--- src/rtl/cmp_timer_pkg.sv ---
package cmp_timer_pkg;

  localparam int PRE_W = 7;

  typedef enum logic [1:0] {
    WM_NORMAL = 2'b00,
    WM_PHASE  = 2'b01,
    WM_CTC    = 2'b10,
    WM_FAST   = 2'b11
  } wmode_e;

  typedef enum logic [1:0] {
    OM_OFF    = 2'b00,
    OM_TOGGLE = 2'b01,
    OM_CLEAR  = 2'b10,
    OM_SET    = 2'b11
  } omode_e;

  localparam logic [1:0] A_CTRL  = 2'd0;
  localparam logic [1:0] A_COUNT = 2'd1;
  localparam logic [1:0] A_CMP   = 2'd2;
  localparam logic [1:0] A_FLAGS = 2'd3;

  // tick decision for a clock-select value and the free-running prescaler
  function automatic logic presc_hit(input logic [2:0] sel, input logic [PRE_W-1:0] pc);
    case (sel)
      3'd1:    return 1'b1;
      3'd2:    return &pc[2:0];
      3'd3:    return &pc[4:0];
      3'd4:    return &pc[5:0];
      3'd5:    return &pc[6:0];
      default: return 1'b0;
    endcase
  endfunction

  function automatic logic is_pwm(input wmode_e m);
    return (m == WM_PHASE) || (m == WM_FAST);
  endfunction

  // PWM level: the base value for non-inverting, its complement for inverting
  function automatic logic pwm_level(input omode_e om, input logic base);
    return (om == OM_SET) ? ~base : base;
  endfunction

  // pin is driven when the output mode connects it for this sequence
  function automatic logic pin_connected(input wmode_e m, input omode_e om);
    return is_pwm(m) ? om[1] : (om != OM_OFF);
  endfunction

endpackage

--- src/rtl/cmp_timer_presc.sv ---
module cmp_timer_presc
  import cmp_timer_pkg::*;
(
  input  logic       clk,
  input  logic       rst_n,
  input  logic [2:0] sel,
  output logic       tick
);

  logic [PRE_W-1:0] pre_q;

  always_ff @(posedge clk or negedge rst_n) begin
    if (!rst_n) pre_q <= '0;
    else        pre_q <= pre_q + 1'b1;
  end

  assign tick = presc_hit(sel, pre_q);

  assert_stopped_R1: assert property (@(posedge clk) disable iff (!rst_n)
    (sel == 3'd0 || sel > 3'd5) |-> !tick);

endmodule

--- src/rtl/cmp_timer_count.sv ---
module cmp_timer_count
  import cmp_timer_pkg::*;
#(
  parameter int CNT_W = 8
)(
  input  logic             clk,
  input  logic             rst_n,
  input  logic             tick,
  input  wmode_e           mode,
  input  logic             wr_cnt,
  input  logic [CNT_W-1:0] wr_val,
  input  logic             wr_cmp,
  input  logic [CNT_W-1:0] cmp_val,
  output logic [CNT_W-1:0] cnt,
  output logic [CNT_W-1:0] cmp_buf,
  output logic             dir_up,
  output logic             at_max,
  output logic             at_bottom,
  output logic             match,
  output logic             ovf_evt,
  output logic             match_evt
);

  localparam logic [CNT_W-1:0] MAXV = {CNT_W{1'b1}};
  localparam logic [CNT_W-1:0] ONE  = CNT_W'(1);

  logic [CNT_W-1:0] cnt_q, cnt_nx, act_q, buf_q;
  logic             dir_q, dir_nx;
  logic             pwm, load_evt;

  assign at_max    = (cnt_q == MAXV);
  assign at_bottom = (cnt_q == '0);
  assign match     = (cnt_q == act_q);
  assign pwm       = is_pwm(mode);
  assign load_evt  = pwm && tick && at_max;

  always_comb begin
    cnt_nx = cnt_q;
    dir_nx = dir_q;
    if (tick) begin
      unique case (mode)
        WM_PHASE: begin
          if (dir_q) begin
            if (at_max) begin dir_nx = 1'b0; cnt_nx = cnt_q - ONE; end
            else        cnt_nx = cnt_q + ONE;
          end else begin
            if (at_bottom) begin dir_nx = 1'b1; cnt_nx = cnt_q + ONE; end
            else           cnt_nx = cnt_q - ONE;
          end
        end
        WM_CTC:  cnt_nx = match ? '0 : cnt_q + ONE;
        default: cnt_nx = cnt_q + ONE;
      endcase
    end
    if (wr_cnt) begin
      cnt_nx = wr_val;
      dir_nx = dir_q;
    end
  end

  always_ff @(posedge clk or negedge rst_n) begin
    if (!rst_n) begin
      cnt_q <= '0;
      dir_q <= 1'b1;
    end else begin
      cnt_q <= cnt_nx;
      dir_q <= dir_nx;
    end
  end

  always_ff @(posedge clk or negedge rst_n) begin
    if (!rst_n) begin
      buf_q <= '0;
      act_q <= '0;
    end else begin
      if (wr_cmp) buf_q <= cmp_val;
      if (!pwm) begin
        if (wr_cmp) act_q <= cmp_val;
      end else if (load_evt) begin
        act_q <= buf_q;
      end
    end
  end

  assign ovf_evt   = tick && ((mode == WM_PHASE) ? (at_bottom && !dir_q) : at_max);
  assign match_evt = tick && match;
  assign cnt       = cnt_q;
  assign cmp_buf   = buf_q;
  assign dir_up    = dir_q;

  assert_hold_R1: assert property (@(posedge clk) disable iff (!rst_n)
    (!tick && !wr_cnt) |=> $stable(cnt_q));

  assert_write_wins_R3: assert property (@(posedge clk) disable iff (!rst_n)
    wr_cnt |=> (cnt_q == $past(wr_val)));

  assert_ctc_wrap_R5: assert property (@(posedge clk) disable iff (!rst_n)
    (tick && !wr_cnt && mode == WM_CTC && match) |=> (cnt_q == '0));

  assert_pwm_buffer_R13: assert property (@(posedge clk) disable iff (!rst_n)
    (pwm && !load_evt) |=> $stable(act_q));

endmodule

--- src/rtl/cmp_timer_wave.sv ---
module cmp_timer_wave
  import cmp_timer_pkg::*;
(
  input  logic   clk,
  input  logic   rst_n,
  input  logic   tick,
  input  wmode_e mode,
  input  omode_e com,
  input  logic   match,
  input  logic   at_max,
  input  logic   at_bottom,
  input  logic   dir_up,
  output logic   wave_out
);

  logic q, q_nx;

  always_comb begin
    q_nx = q;
    if (tick) begin
      if (!is_pwm(mode)) begin
        if (match) begin
          case (com)
            OM_TOGGLE: q_nx = ~q;
            OM_CLEAR:  q_nx = 1'b0;
            OM_SET:    q_nx = 1'b1;
            default:   q_nx = q;
          endcase
        end
      end else if (mode == WM_FAST) begin
        if (at_max)     q_nx = pwm_level(com, 1'b1);
        else if (match) q_nx = pwm_level(com, 1'b0);
      end else begin
        if (match) begin
          if (at_max)         q_nx = pwm_level(com, 1'b1);
          else if (at_bottom) q_nx = pwm_level(com, 1'b0);
          else                q_nx = pwm_level(com, !dir_up);
        end
      end
    end
  end

  always_ff @(posedge clk or negedge rst_n) begin
    if (!rst_n) q <= 1'b0;
    else        q <= q_nx;
  end

  assign wave_out = pin_connected(mode, com) & q;

  assert_set_match_R10: assert property (@(posedge clk) disable iff (!rst_n)
    (tick && match && !is_pwm(mode) && com == OM_SET) |=> q);

  assert_fast_top_R11: assert property (@(posedge clk) disable iff (!rst_n)
    (tick && at_max && mode == WM_FAST && com == OM_CLEAR) |=> q);

endmodule

--- src/rtl/cmp_timer_flag.sv ---
module cmp_timer_flag (
  input  logic clk,
  input  logic rst_n,
  input  logic set,
  input  logic w1c,
  input  logic ack,
  input  logic en,
  output logic flag,
  output logic irq
);

  logic flag_q;

  always_ff @(posedge clk or negedge rst_n) begin
    if (!rst_n)          flag_q <= 1'b0;
    else if (set)        flag_q <= 1'b1;
    else if (w1c || ack) flag_q <= 1'b0;
  end

  assign flag = flag_q;
  assign irq  = flag_q & en;

  assert_flag_rise_R7: assert property (@(posedge clk) disable iff (!rst_n)
    $rose(flag_q) |-> $past(set));

  assert_ack_clear_R8: assert property (@(posedge clk) disable iff (!rst_n)
    (ack && !set) |=> !flag_q);

endmodule

--- src/rtl/cmp_timer.sv ---
module cmp_timer
  import cmp_timer_pkg::*;
#(
  parameter int CNT_W = 8
)(
  input  logic             clk,
  input  logic             rst_n,
  input  logic [1:0]       bus_addr,
  input  logic             bus_wr,
  input  logic [CNT_W-1:0] bus_wdata,
  output logic [CNT_W-1:0] bus_rdata,
  input  logic             ack_ovf,
  input  logic             ack_cmp,
  output logic             irq_ovf,
  output logic             irq_cmp,
  output logic             wave_out
);

  localparam int NFLAG = 2;

  logic [6:0]       ctrl_q;
  logic [NFLAG-1:0] ie_q;
  logic             tick;
  wmode_e           mode;
  omode_e           com;
  logic             wr_ctrl, wr_cnt, wr_cmp, wr_flags;
  logic [CNT_W-1:0] cnt, cmp_buf;
  logic             dir_up, at_max, at_bottom, match, ovf_evt, match_evt;
  logic [NFLAG-1:0] flag_set, flag_w1c, flag_ack, flag_q, flag_irq;

  assign wr_ctrl  = bus_wr && (bus_addr == A_CTRL);
  assign wr_cnt   = bus_wr && (bus_addr == A_COUNT);
  assign wr_cmp   = bus_wr && (bus_addr == A_CMP);
  assign wr_flags = bus_wr && (bus_addr == A_FLAGS);

  always_ff @(posedge clk or negedge rst_n) begin
    if (!rst_n) begin
      ctrl_q <= '0;
      ie_q   <= '0;
    end else begin
      if (wr_ctrl)  ctrl_q <= bus_wdata[6:0];
      if (wr_flags) ie_q   <= bus_wdata[NFLAG+1:NFLAG];
    end
  end

  assign mode = wmode_e'(ctrl_q[4:3]);
  assign com  = omode_e'(ctrl_q[6:5]);

  cmp_timer_presc u_presc (
    .clk  (clk),
    .rst_n(rst_n),
    .sel  (ctrl_q[2:0]),
    .tick (tick)
  );

  cmp_timer_count #(.CNT_W(CNT_W)) u_count (
    .clk      (clk),
    .rst_n    (rst_n),
    .tick     (tick),
    .mode     (mode),
    .wr_cnt   (wr_cnt),
    .wr_val   (bus_wdata),
    .wr_cmp   (wr_cmp),
    .cmp_val  (bus_wdata),
    .cnt      (cnt),
    .cmp_buf  (cmp_buf),
    .dir_up   (dir_up),
    .at_max   (at_max),
    .at_bottom(at_bottom),
    .match    (match),
    .ovf_evt  (ovf_evt),
    .match_evt(match_evt)
  );

  cmp_timer_wave u_wave (
    .clk      (clk),
    .rst_n    (rst_n),
    .tick     (tick),
    .mode     (mode),
    .com      (com),
    .match    (match),
    .at_max   (at_max),
    .at_bottom(at_bottom),
    .dir_up   (dir_up),
    .wave_out (wave_out)
  );

  assign flag_set = {match_evt, ovf_evt};
  assign flag_ack = {ack_cmp, ack_ovf};

  for (genvar i = 0; i < NFLAG; i++) begin : g_flag
    assign flag_w1c[i] = wr_flags && bus_wdata[i];
    cmp_timer_flag u_flag (
      .clk  (clk),
      .rst_n(rst_n),
      .set  (flag_set[i]),
      .w1c  (flag_w1c[i]),
      .ack  (flag_ack[i]),
      .en   (ie_q[i]),
      .flag (flag_q[i]),
      .irq  (flag_irq[i])
    );
  end

  assign irq_ovf = flag_irq[0];
  assign irq_cmp = flag_irq[1];

  always_comb begin
    bus_rdata = '0;
    unique case (bus_addr)
      A_CTRL:  bus_rdata[6:0] = ctrl_q;
      A_COUNT: bus_rdata = cnt;
      A_CMP:   bus_rdata = cmp_buf;
      default: bus_rdata[2*NFLAG-1:0] = {ie_q, flag_q};
    endcase
  end

  assert_irq_needs_enable_R9: assert property (@(posedge clk) disable iff (!rst_n)
    (irq_ovf || irq_cmp) |-> (ie_q != '0));

endmodule

--- config.mk ---
export PLATFORM = sky130hd
export DESIGN_NAME = cmp_timer
export DESIGN_NICKNAME = d
export VERILOG_FILES = /design/src/rtl/cmp_timer_pkg.sv /design/src/rtl/cmp_timer_presc.sv /design/src/rtl/cmp_timer_count.sv /design/src/rtl/cmp_timer_wave.sv /design/src/rtl/cmp_timer_flag.sv /design/src/rtl/cmp_timer.sv
export SDC_FILE = /design/constraint.sdc
export NUM_CORES = 1
export LEC_CHECK = 0
export ABC_AREA = 1
export BUFFER_PORTS_ARGS = -buffer_cell sky130_fd_sc_hd__buf_2
export CAP_MARGIN = 20
export CORE_MARGIN = 2
export CORE_UTILIZATION = 35
export CTS_BUF_LIST = sky130_fd_sc_hd__clkbuf_4
export CTS_CLUSTER_SIZE = 14
export DETAILED_ROUTE_END_ITERATION = 10
export PLACE_DENSITY = 0.48
export SYNTH_ARGS = -nofsm -noshare
export SYNTH_HDL_FRONTEND = slang
export SYNTH_HIERARCHICAL = 1
export SYNTH_SLANG_ARGS = --single-unit
--- constraint.sdc ---
create_clock -name clk -period 5.3 [get_ports clk]
set_clock_uncertainty 0.05 [all_clocks]
set_input_delay 0.265 -clock clk [delete_from_list [all_inputs] [get_ports clk]]
set_output_delay 0.265 -clock clk [all_outputs]
set_load 0.01 [all_outputs]
Word level (Yosys, flattened, before mapping)
Index checks and enable logic that the tools add are counted.
{"block": "totals", "elab_cells": 103, "input_bits": 15, "regBits": 44}
{"block": "classes", "reduce_logical": 33, "bitwise_logic": 5, "add_sub_neg": 3, "eq_ne": 17, "mux": 35}
{"operator": "8-bit two-way mux", "n": 9}
{"operator": "1-bit two-way mux", "n": 20}
{"operator": "8-bit case mux with 2 select lines", "n": 1}
{"operator": "2-bit nonzero test", "n": 8}
{"operator": "2-bit equality test (second input constant)", "n": 6}
{"operator": "4-bit case mux with 3 select lines", "n": 1}
{"operator": "1-bit logical AND", "n": 11}
{"operator": "5-bit AND reduction", "n": 2}
{"operator": "3-bit case mux with 3 select lines", "n": 1}
{"operator": "8-bit by 1-bit adder with 8-bit output (second input constant)", "n": 1}
{"operator": "8-bit equality test", "n": 1}
{"operator": "8-bit equality test (second input constant)", "n": 1}
{"operator": "8-bit zero test", "n": 1}
{"operator": "8-bit by 1-bit subtractor with 8-bit output (second input constant)", "n": 1}
{"operator": "7-bit by 1-bit adder with 7-bit output (second input constant)", "n": 1}
{"operator": "7-bit AND reduction", "n": 1}
{"operator": "2-bit by 1-bit equality test with 1-bit output (second input constant)", "n": 3}
{"operator": "3-bit by 2-bit equality test with 1-bit output (second input constant)", "n": 2}
{"operator": "3-bit equality test (second input constant)", "n": 2}
{"operator": "3-bit AND reduction", "n": 2}
{"operator": "6-bit AND reduction", "n": 1}
{"operator": "1-bit case mux with 5 select lines", "n": 1}
{"operator": "4-bit nonzero test", "n": 1}
{"operator": "1-bit AND", "n": 3}
{"operator": "9 further kinds", "n": 12}

Longest topological paths before layout
Gate-level depths: netlist of the first run.
{"block": "depth", "word_depth": 7, "mapped_depth": 14, "ltp_nobuf": 14}

By module
Netlist of the first run, hierarchy kept.
{"module": "cmp_timer_count", "cells_per_inst": 254, "n_inst": 1, "area_each_um2": 1813.0}
{"module": "cmp_timer", "cells_per_inst": 108, "n_inst": 1, "area_each_um2": 686.9}
{"module": "cmp_timer_presc", "cells_per_inst": 40, "n_inst": 1, "area_each_um2": 356.6}
{"module": "cmp_timer_wave", "cells_per_inst": 29, "n_inst": 1, "area_each_um2": 146.4}
{"module": "cmp_timer_flag", "cells_per_inst": 7, "n_inst": 2, "area_each_um2": 47.5}

Least setup slack after synthesis of the first run
No wires, ideal clock.
{"block": "synth_timing", "path_kind": "register -> register", "from": "reg u_presc.pre_q[0]", "to": "reg u_count.dir_q (netlist: u_count/dir_up)", "required_time_ns": 5.168, "path_buffers": 0, "slack_ns": 3.055, "setup_time_ns": 0.082, "arrival_time_ns": 2.113, "path_stages_with_launch": 14, "cell_sequence": "dfrtp_1 > ha_1 > nand2_1 > nor2_4 > ha_1 > nor2_1 > o21ai_0 > nand2_1 > nor2_2 > inv_1 > nor2_1 > inv_1 > nor2_1 > mux2_2"}
{"block": "synth_via", "elab_chain_len": 3, "word_cells_on_any_way": 6, "cone_classes": "mux (1); reduce/logical (5)"}
{"item": "start, declared", "line": "cmp_timer_presc.sv:10", "source": "logic [PRE_W-1:0] pre_q;"}
{"item": "start signal, assigned", "line": "cmp_timer_presc.sv:14", "source": "else pre_q <= pre_q + 1'b1;"}
{"item": "7-bit AND reduction, or another cell as far along", "line": "cmp_timer_pkg.sv:31", "source": "3'd5: return &pc[6:0];"}
{"item": "1-bit case mux with 5 select lines *", "line": "cmp_timer_pkg.sv:26", "source": "case (sel)"}
{"item": "net tick", "line": "cmp_timer.sv:23", "source": "logic tick;"}
{"item": "3-bit AND reduction (no source line) *"}
{"item": "end signal, assigned", "line": "cmp_timer_count.sv:67", "source": "dir_q <= dir_nx;"}
{"item": "end, declared", "line": "cmp_timer_count.sv:28", "source": "logic dir_q, dir_nx;"}
Mark *: on every way through the listed nets, which the timed path passes. The rest lies on a longest branch.
A chain may end at the register's enable or synchronous reset.

Final worst setup path of the first run
{"block": "layout_timing", "from": "reg ctrl_q[3]", "to": "reg u_count.act_q[4]"}
{"block": "layout_via", "elab_chain_len": 6, "word_cells_on_any_way": 9, "cone_classes": "eq/ne (3); mux (1); reduce/logical (5)"}
{"item": "start, declared", "line": "cmp_timer.sv:21", "source": "logic [6:0] ctrl_q;"}
{"item": "start signal, assigned", "line": "cmp_timer.sv:41", "source": "if (wr_ctrl) ctrl_q <= bus_wdata[6:0];"}
{"item": "2-bit by 1-bit equality test with 1-bit output / 2-bit equality test (equally long branches)", "line": "cmp_timer_pkg.sv:37", "source": "return (m == WM_PHASE) || (m == WM_FAST);"}
{"item": "1-bit logical OR *", "line": "cmp_timer_pkg.sv:37"}
{"item": "1-bit logical AND (2 in series)", "line": "cmp_timer_count.sv:35", "source": "assign load_evt = pwm && tick && at_max;"}
{"item": "2-bit != test (no source line)"}
{"item": "2-bit AND reduction (no source line)"}
{"item": "end signal, assigned", "line": "cmp_timer_count.sv:78", "source": "if (wr_cmp) act_q <= cmp_val;"}
{"item": "end signal, assigned", "line": "cmp_timer_count.sv:80", "source": "act_q <= buf_q;"}
{"item": "end, declared", "line": "cmp_timer_count.sv:27", "source": "logic [CNT_W-1:0] cnt_q, cnt_nx, act_q, buf_q;"}
Every way passes the cells marked *; elsewhere a longest branch is shown, timed or not.

==> impl_metrics.py, run 1 <==
metrics = {
    "route": {
        "top_layer": "met4",
        "drc": 0,
        "drtIter0Drc": 140,
        "met3RoutedLength_um": 300,
        "drtPass1Iterations": 5,
        "wl_per_cell_um": 14.40,
        "num_vias": 2743,
        "postRouteAntennaNets": 0,
        "post_drt_via_cell_ratio": 4.770,
        "wirelength_um": 8279,
        "wl_met1_um": 4244,
        "wl_met2_um": 3662,
    },
    "setup_path": {
        "slowest_delay_ns": 0.80,
        "critical-path-top-delay-family": "simple AND/OR/NAND/NOR gates",
        "worst-path-stages": 6,
        "criticalPathCategory": "flip-flop to flip-flop",
        "path_cells": "ha_1 > nor2_1 > nand2_1 > o31ai_4 > nor2_1 > a31oi_1",
        "r2r_end": "u_count/act_q[4]",
        "crit_buf_inv": 0,
        "critPathLaunch": "ctrl_q[3]",
        "worstPathRequired_ns": 5.52,
        "crit_slowest_cell": "nor2_1",
        "r2r.worst_path.cells": 6,
        "rr_startpoint": "ctrl_q[3]",
        "cp_max_fo": 16,
        "critical_path.endpoint_type": "flip-flop",
        "setup.worst_path.start_class": "flip-flop",
        "crit_arrival_ns": 2.81,
        "rrSetupSlack_ns": 2.71,
        "crit_path_frequent_cell": "nor2_1",
        "cp-endpoint": "u_count/act_q[4]",
    },
    "clock_tree": {
        "cts_resized": 0,
        "cts_tree": "yes",
        "cts.path.max_buffers": 2,
        "root_buffer": "clkbuf_4",
        "hold_buffers": 0,
        "cts_sinks": 44,
        "cts_buffers": 5,
        "postCtsSetupRepairBufs": 0,
        "cts_max_level": 2,
        "cts.clk_slew.worst_paths_ns": 0.15,
        "clock_latency_ns": 0.36,
    },
    "logic_synthesis": {
        "syn_inst": 445,
        "synth_fa_ha_area_share_pct": 5.654,
        "synth_compound_area_share_pct": 8.885,
        "avgSynthCellArea_sq_um": 6.962,
        "synthesis.area_sq_mm": 0.003098,
        "yosys_warnings": 6,
        "synth_xor_area_share_pct": 3.958,
        "synthSimpleGateAreaFrac_pct": 34.05,
        "syn-num-nets": 474,
        "ys_ff_latch": 44,
        "synthMuxAreaShare_pct": 1.454,
        "synthDistinctLibCells": 33,
        "synth_top_family_by_area": "simple AND/OR/NAND/NOR gates",
        "ys_seq_area_share_pct": 35.58,
    },
    "power": {
        "ir_drop_uv": 126.6,
        "p_sw_uw": 588.5,
        "comb_power_share_pct": 42.6,
        "leakage_nw": 1.823,
        "cellPowerDensity_mw_per_mm2": 388.1,
        "swShare_pct": 44.79,
        "total_power_mw": 1.314,
        "p_int_uw": 725.4,
        "p_seq_share_pct": 40.8,
        "clockPowerShare_pct": 16.6,
    },
    "sta": {
        "finalMaxSlewViolations": 0,
        "max_freq_mhz": 385.5,
        "post-route-min-period_ns": 2.594,
        "tns_ns": 0,
        "hold_viol": 0,
        "rsz0062_at_grt": "no",
        "finalCritPeriodShare_pct": 48.95,
        "final-setup-viol-count": 0,
        "slew_headroom_pct": 34.74,
        "tightestPinTransition_ns": 0.9752,
    },
    "floorplanning": {
        "die_w_um": 98.08,
        "core_region_area_sq_mm": 0.008636,
        "row_count": 34,
        "die_h_um": 98.08,
        "ios": 26,
        "dieArea_sq_mm": 0.009620,
        "start_util_pct": 35.87,
    },
    "place": {
        "post_dp_cell_area_sq_mm": 0.003276,
        "place.gp.congestion": 0.8498,
        "hpwl_um": 6356,
        "port_buffers": 25,
    },
    "job": {
        "max_cap_violations": 0,
    },
    "global_routing": {
        "grt_max_degree": 45,
        "grt_overflow": 0,
        "grt_pass1_vias": 2635,
        "antenna_found_initial": 0,
        "grt_usage_pct": 17.66,
        "grt_pass1_wl_um": 13510,
    },
    "cells_and_area": {
        "area_delta_synth_final_pct": 9.289,
        "layout.nets": 495,
        "layout-drive-gt1-share_pct": 15.42,
        "fin_area_sq_mm": 0.003386,
        "antenna_cells": 0,
        "fillers": 945,
    },
    "min_path": {
        "hold_class": "input port to flip-flop",
    },
    "outcome": {
        "outcome": "completed",
    },
}
[sequential cells by signal, indices dropped and copies added, names as in the netlist]
signal and count:
ie_q 2, u_count/cnt 8, g_flag.u_flag/flag 2, u_count/dir_up 1, u_count/cmp_buf 8, u_wave/q 1, u_presc/pre_q 7, u_count/act_q 8
ctrl_q 7
[cell usage after synthesis]
| cell | n | share of area (%) |
|---|---|---|
| nand2_1 | 154 | 19 |
| inv_1 | 55 | 6.7 |
| nor2_1 | 47 | 5.7 |
| dfrtp_1 | 43 | 35 |
| nand3_1 | 27 | 4.4 |
| o21ai_0 | 20 | 3.2 |
| ha_1 | 14 | 5.7 |
| xor2_1 | 10 | 2.8 |
| inv_2 | 9 | 1.1 |
| nand2_2 | 7 | 1.4 |
| buf_2 | 6 | 0.97 |
| o21ai_2 | 6 | 1.7 |
| a21oi_1 | 5 | 0.81 |
| a22oi_1 | 4 | 0.97 |
| mux2_2 | 4 | 1.5 |
| nor2_2 | 4 | 0.81 |
| xnor2_1 | 4 | 1.1 |
| a31oi_1 | 3 | 0.61 |
| buf_4 | 3 | 0.73 |
| buf_6 | 2 | 0.73 |
| clkbuf_1 | 2 | 0.24 |
| nand2_4 | 2 | 0.73 |
| nand3_2 | 2 | 0.65 |
| nand3b_2 | 2 | 0.73 |
| nand4_1 | 2 | 0.40 |
| a211oi_1 | 1 | 0.24 |
| a21boi_0 | 1 | 0.24 |
| dfstp_2 | 1 | 0.85 |
| nor2_4 | 1 | 0.36 |
| nor3b_1 | 1 | 0.24 |
| o21a_1 | 1 | 0.24 |
| o21ai_1 | 1 | 0.16 |
| o31ai_4 | 1 | 0.69 |
[worst min-delay path by stage]
stage	from	end	slack [ns]	depth (start not counted)
2_1_floorplan	rst_n	ctrl_q[0]	-0.08	0
3_3_place_gp	u_presc/pre_q[0]	u_presc/pre_q[0]	0.39	1
3_5_place_dp	u_presc/pre_q[0]	u_presc/pre_q[0]	0.40	1
4_1_cts	ack_ovf	g_flag[0].u_flag/flag	0.04	4
5_1_grt	ack_ovf	g_flag[0].u_flag/flag	0.06	4
6_report	ack_ovf	g_flag[0].u_flag/flag	0.06	4
[placed cells by master, fill, tap and decap left out, types with 3 or more instances in the layout]
master    netlist  layout
nand2_1       154     154
inv_1          55      55
nor2_1         47      47
dfrtp_1        43      43
nand3_1        27      27
buf_2           6      25
o21ai_0        20      20
ha_1           14      14
xor2_1         10      10
inv_2           9       9
nand2_2         7       7
o21ai_2         6       6
clkbuf_4        0       5
a21oi_1         5       5
xnor2_1         4       4
nor2_2          4       4
a22oi_1         4       4
mux2_2          4       4
a31oi_1         3       3
[power groups by stage]
stage                     combinational (mW)  sequential [mW]  clock [mW]
final                                  0.560            0.536       0.219
after global placement                 0.554            0.543           0
after CTS                              0.558            0.537       0.228
after floorplan                        0.467            0.478           0
after detailed placement               0.554            0.544           0
after global routing                   0.639            0.550       0.243
[worst register-to-register path, cell delays in order, from the launching register on]
cell     delay (ns)
dfrtp_1        0.52
ha_1           0.41
nor2_1         0.80
nand2_1        0.22
o31ai_4        0.24
nor2_1         0.09
a31oi_1        0.17
[routing by layer]
layer,global-route usage [%],vias up
met3,2.434,4
met4,3.632,0
li1,-,1411
met1,25.11,1276
met2,28.82,52
met5,0,-
[per-stage QoR]
step	utilization, %	hold slack, ns	instances	setup slack [ns]
after global routing	39.21	0.05628	575	2.450
after floorplan	-	-0.08059	445	3.055
final	39.21	0.05637	575	2.706
after detailed placement	37.93	0.3957	565	2.703
after global placement	37.93	0.3867	565	2.798
after CTS	38.86	0.03895	573	2.691
[cell families after synthesis]
group / Yosys count
AOI/OAI and AO/OA: 43
xor gates and xnor gates: 14
adders and majority gates: 14
buffers and inverters: 77
DFF: 44
muxes: 4
and+or+nand+nor: 249
[area by class of cell]
cell class	instances	area (sq um)	share of cell area, %
sequential	44	1102	32.56
tap	108	135.1	3.991
inverter	64	240.2	7.095
clock inverter	3	42.54	1.256
timing repair buffer	27	155.1	4.582
clock buffer	5	37.54	1.109
multi-input combinational	324	1673	49.41
No activity file was read; power rests on OpenSTA's default activity.
==> inputs of run 2 (changes only) <==
==> constraint.sdc (replaced) <==
create_clock -name clk -period 2.4 [get_ports clk]
set_clock_uncertainty 0.05 [all_clocks]
set_input_delay 0.12 -clock clk [delete_from_list [all_inputs] [get_ports clk]]
set_output_delay 0.12 -clock clk [all_outputs]
set_load 0.01 [all_outputs]
==> run 2 against run 1 <==
Against the previous run: worst setup slack worse by 2.5 ns; hold slack better by 0.066 ns; cell area is 5.7% higher; critical path depth is 7 higher; critical endpoint unchanged.
==> impl_metrics.py, run 2 (same netlist as run 1, synthesis figures left out) <==
metrics = {
    "setup_path": {
        "crit_slowest_cell": "dfrtp_1",
        "rr_startpoint": "u_presc/pre_q[0]",
        "criticalPathCategory": "flip-flop to flip-flop",
        "critical_path.endpoint_type": "flip-flop",
        "critical-path-top-delay-family": "simple AND/OR/NAND/NOR gates",
        "crit_buf_inv": 2,
        "r2r.worst_path.cells": 13,
        "worstPathRequired_ns": 2.64,
        "slowest_delay_ns": 0.40,
        "setup.worst_path.start_class": "flip-flop",
        "worst-path-stages": 13,
        "crit_arrival_ns": 2.40,
        "cp_max_fo": 15,
        "critPathLaunch": "u_presc/pre_q[0]",
        "path_cells": "ha_2 > nand2_1 > nor2_4 > ha_1 > nor2_1 > o21ai_1 > nand2_1 > nor2_2 > inv_2 > o31ai_4 > buf_12 > nor2_1 > a31oi_1",
    },
    "route": {
        "wirelength_um": 8534,
        "post_drt_via_cell_ratio": 4.745,
        "num_vias": 2842,
        "drtIter0Drc": 144,
        "postRouteAntennaNets": 0,
        "wl_per_cell_um": 14.25,
        "drc": 0,
        "drtPass1Iterations": 4,
    },
    "power": {
        "p_seq_share_pct": 40.6,
        "p_sw_mw": 1.322,
        "comb_power_share_pct": 45.4,
        "clockPowerShare_pct": 14.0,
        "p_int_mw": 1.541,
        "swShare_pct": 46.18,
        "cellPowerDensity_mw_per_mm2": 799.8,
        "ir_drop_uv": 400.2,
        "leakage_nw": 1.914,
    },
    "cells_and_area": {
        "final_common_cell": "nand2_1",
        "final_cell_mix": "nand2_1, inv_1, nor2_1, dfrtp_1, nand3_1",
        "area_delta_synth_final_pct": 15.55,
        "multi_input_area_sq_mm": 0.001683,
        "antenna_cells": 0,
        "layoutNonFillerInstCount": 599,
        "layout-drive-gt1-share_pct": 18.33,
        "layout.nets": 519,
        "fillers": 929,
        "fin_area_sq_mm": 0.003580,
        "seq_area_sq_mm": 0.001102,
    },
    "floorplanning": {
        "dieArea_sq_mm": 0.009620,
        "die_w_um": 98.08,
        "core_region_area_sq_mm": 0.008636,
        "start_util_pct": 35.87,
        "ios": 26,
        "row_count": 34,
        "die_h_um": 98.08,
    },
    "sta": {
        "slew_headroom_pct": 69.06,
        "fin_hold_ws_ns": 0.1219,
        "final-setup-viol-count": 0,
        "tightestPinTransition_ns": 0.4630,
        "finalMaxSlewViolations": 0,
        "rsz0062_at_grt": "no",
        "finalCritPeriodShare_pct": 89.74,
        "max_freq_mhz": 464.3,
        "hold_viol": 0,
        "post-route-min-period_ns": 2.154,
        "tns_ns": 0,
    },
    "global_routing": {
        "antenna_found_initial": 0,
        "grt_overflow": 0,
        "grt_usage_pct": 18.35,
        "grt_max_degree": 31,
        "grt_pass1_wl_um": 13830,
        "grt_pass1_vias": 2668,
    },
    "clock_tree": {
        "root_buffer": "clkbuf_4",
        "cts_max_level": 2,
        "cts_tree": "yes",
        "cts.clk_slew.worst_paths_ns": 0.16,
        "cts_buffers": 5,
        "cts_sinks": 44,
        "clock_latency_ns": 0.38,
        "cts.path.max_buffers": 2,
    },
    "job": {
        "max_cap_violations": 0,
    },
    "place": {
        "post_dp_cell_area_sq_mm": 0.003371,
        "place.gp.congestion": 0.8343,
        "dp_cells": 576,
        "port_buffers": 25,
        "hpwl_um": 6506,
    },
    "outcome": {
        "outcome": "completed",
    },
    "min_path": {
        "hold_class": "input port to asynchronous set/reset pin",
    },
}
==> run 2: cell type report <==
type                    instances  share of cell area, %
multi-input cells             324                  47.01
flip-flops and latches         44                  30.79
repair buffers                 51                  10.14
inverters                      64                  6.711
well taps                     108                  3.775
clock buffers                   5                  1.049
clock inverters                 3                 0.5243
==> run 2: per-layer routing <==
| layer | vias to the layer above | wire [um] | part of all wire (%) | global-route usage (%) |
|---|---|---|---|---|
| met4 | 0 | 112 | 1.3 | 4.060 |
| li1 | 1457 | - | - | - |
| met5 | - | 0 | 0 | 0 |
| met2 | 71 | 3683 | 43 | 28.82 |
| met3 | 13 | 537 | 6.3 | 2.863 |
| met1 | 1301 | 4200 | 49 | 26.76 |
==> run 2: per-stage QoR <==
stage	setup WS, ns	util [%]	power (mW)
2_1_floorplan	0.1550	-	2.087
3_3_place_gp	0.09412	39.03	2.457
3_5_place_dp	0.07722	39.03	2.454
4_1_cts	0.06674	41.08	2.878
5_1_grt	0.03644	41.45	3.126
6_report	0.2463	41.45	2.863
==> run 2: final timing paths <==
check,to,slack [ns]
max,u_count/act_q[4],0.25
min,ctrl_q[1],0.12
min reg2reg,u_presc/pre_q[0],0.42
max reg2reg,u_count/act_q[4],0.25
max in group asynchronous,u_count/cmp_buf[7],1.43
min in group clk,ie_q[0],0.26
==> run 2: timing repair <==
action,4_1_cts,5_1_grt
setup buffers,0,3
gates resized for setup,0,6
hold endpoints to repair,32,0
setup endpoints to repair,0,17
hold buffers,12,0
==> run 2: power groups by stage <==
stage	sequential, mW	combinational [mW]	clock, mW
final	1.16	1.30	0.401
after global routing	1.20	1.48	0.446
after floorplan	1.06	1.03	0
after global placement	1.18	1.28	0
after CTS	1.17	1.30	0.414
after detailed placement	1.18	1.27	0
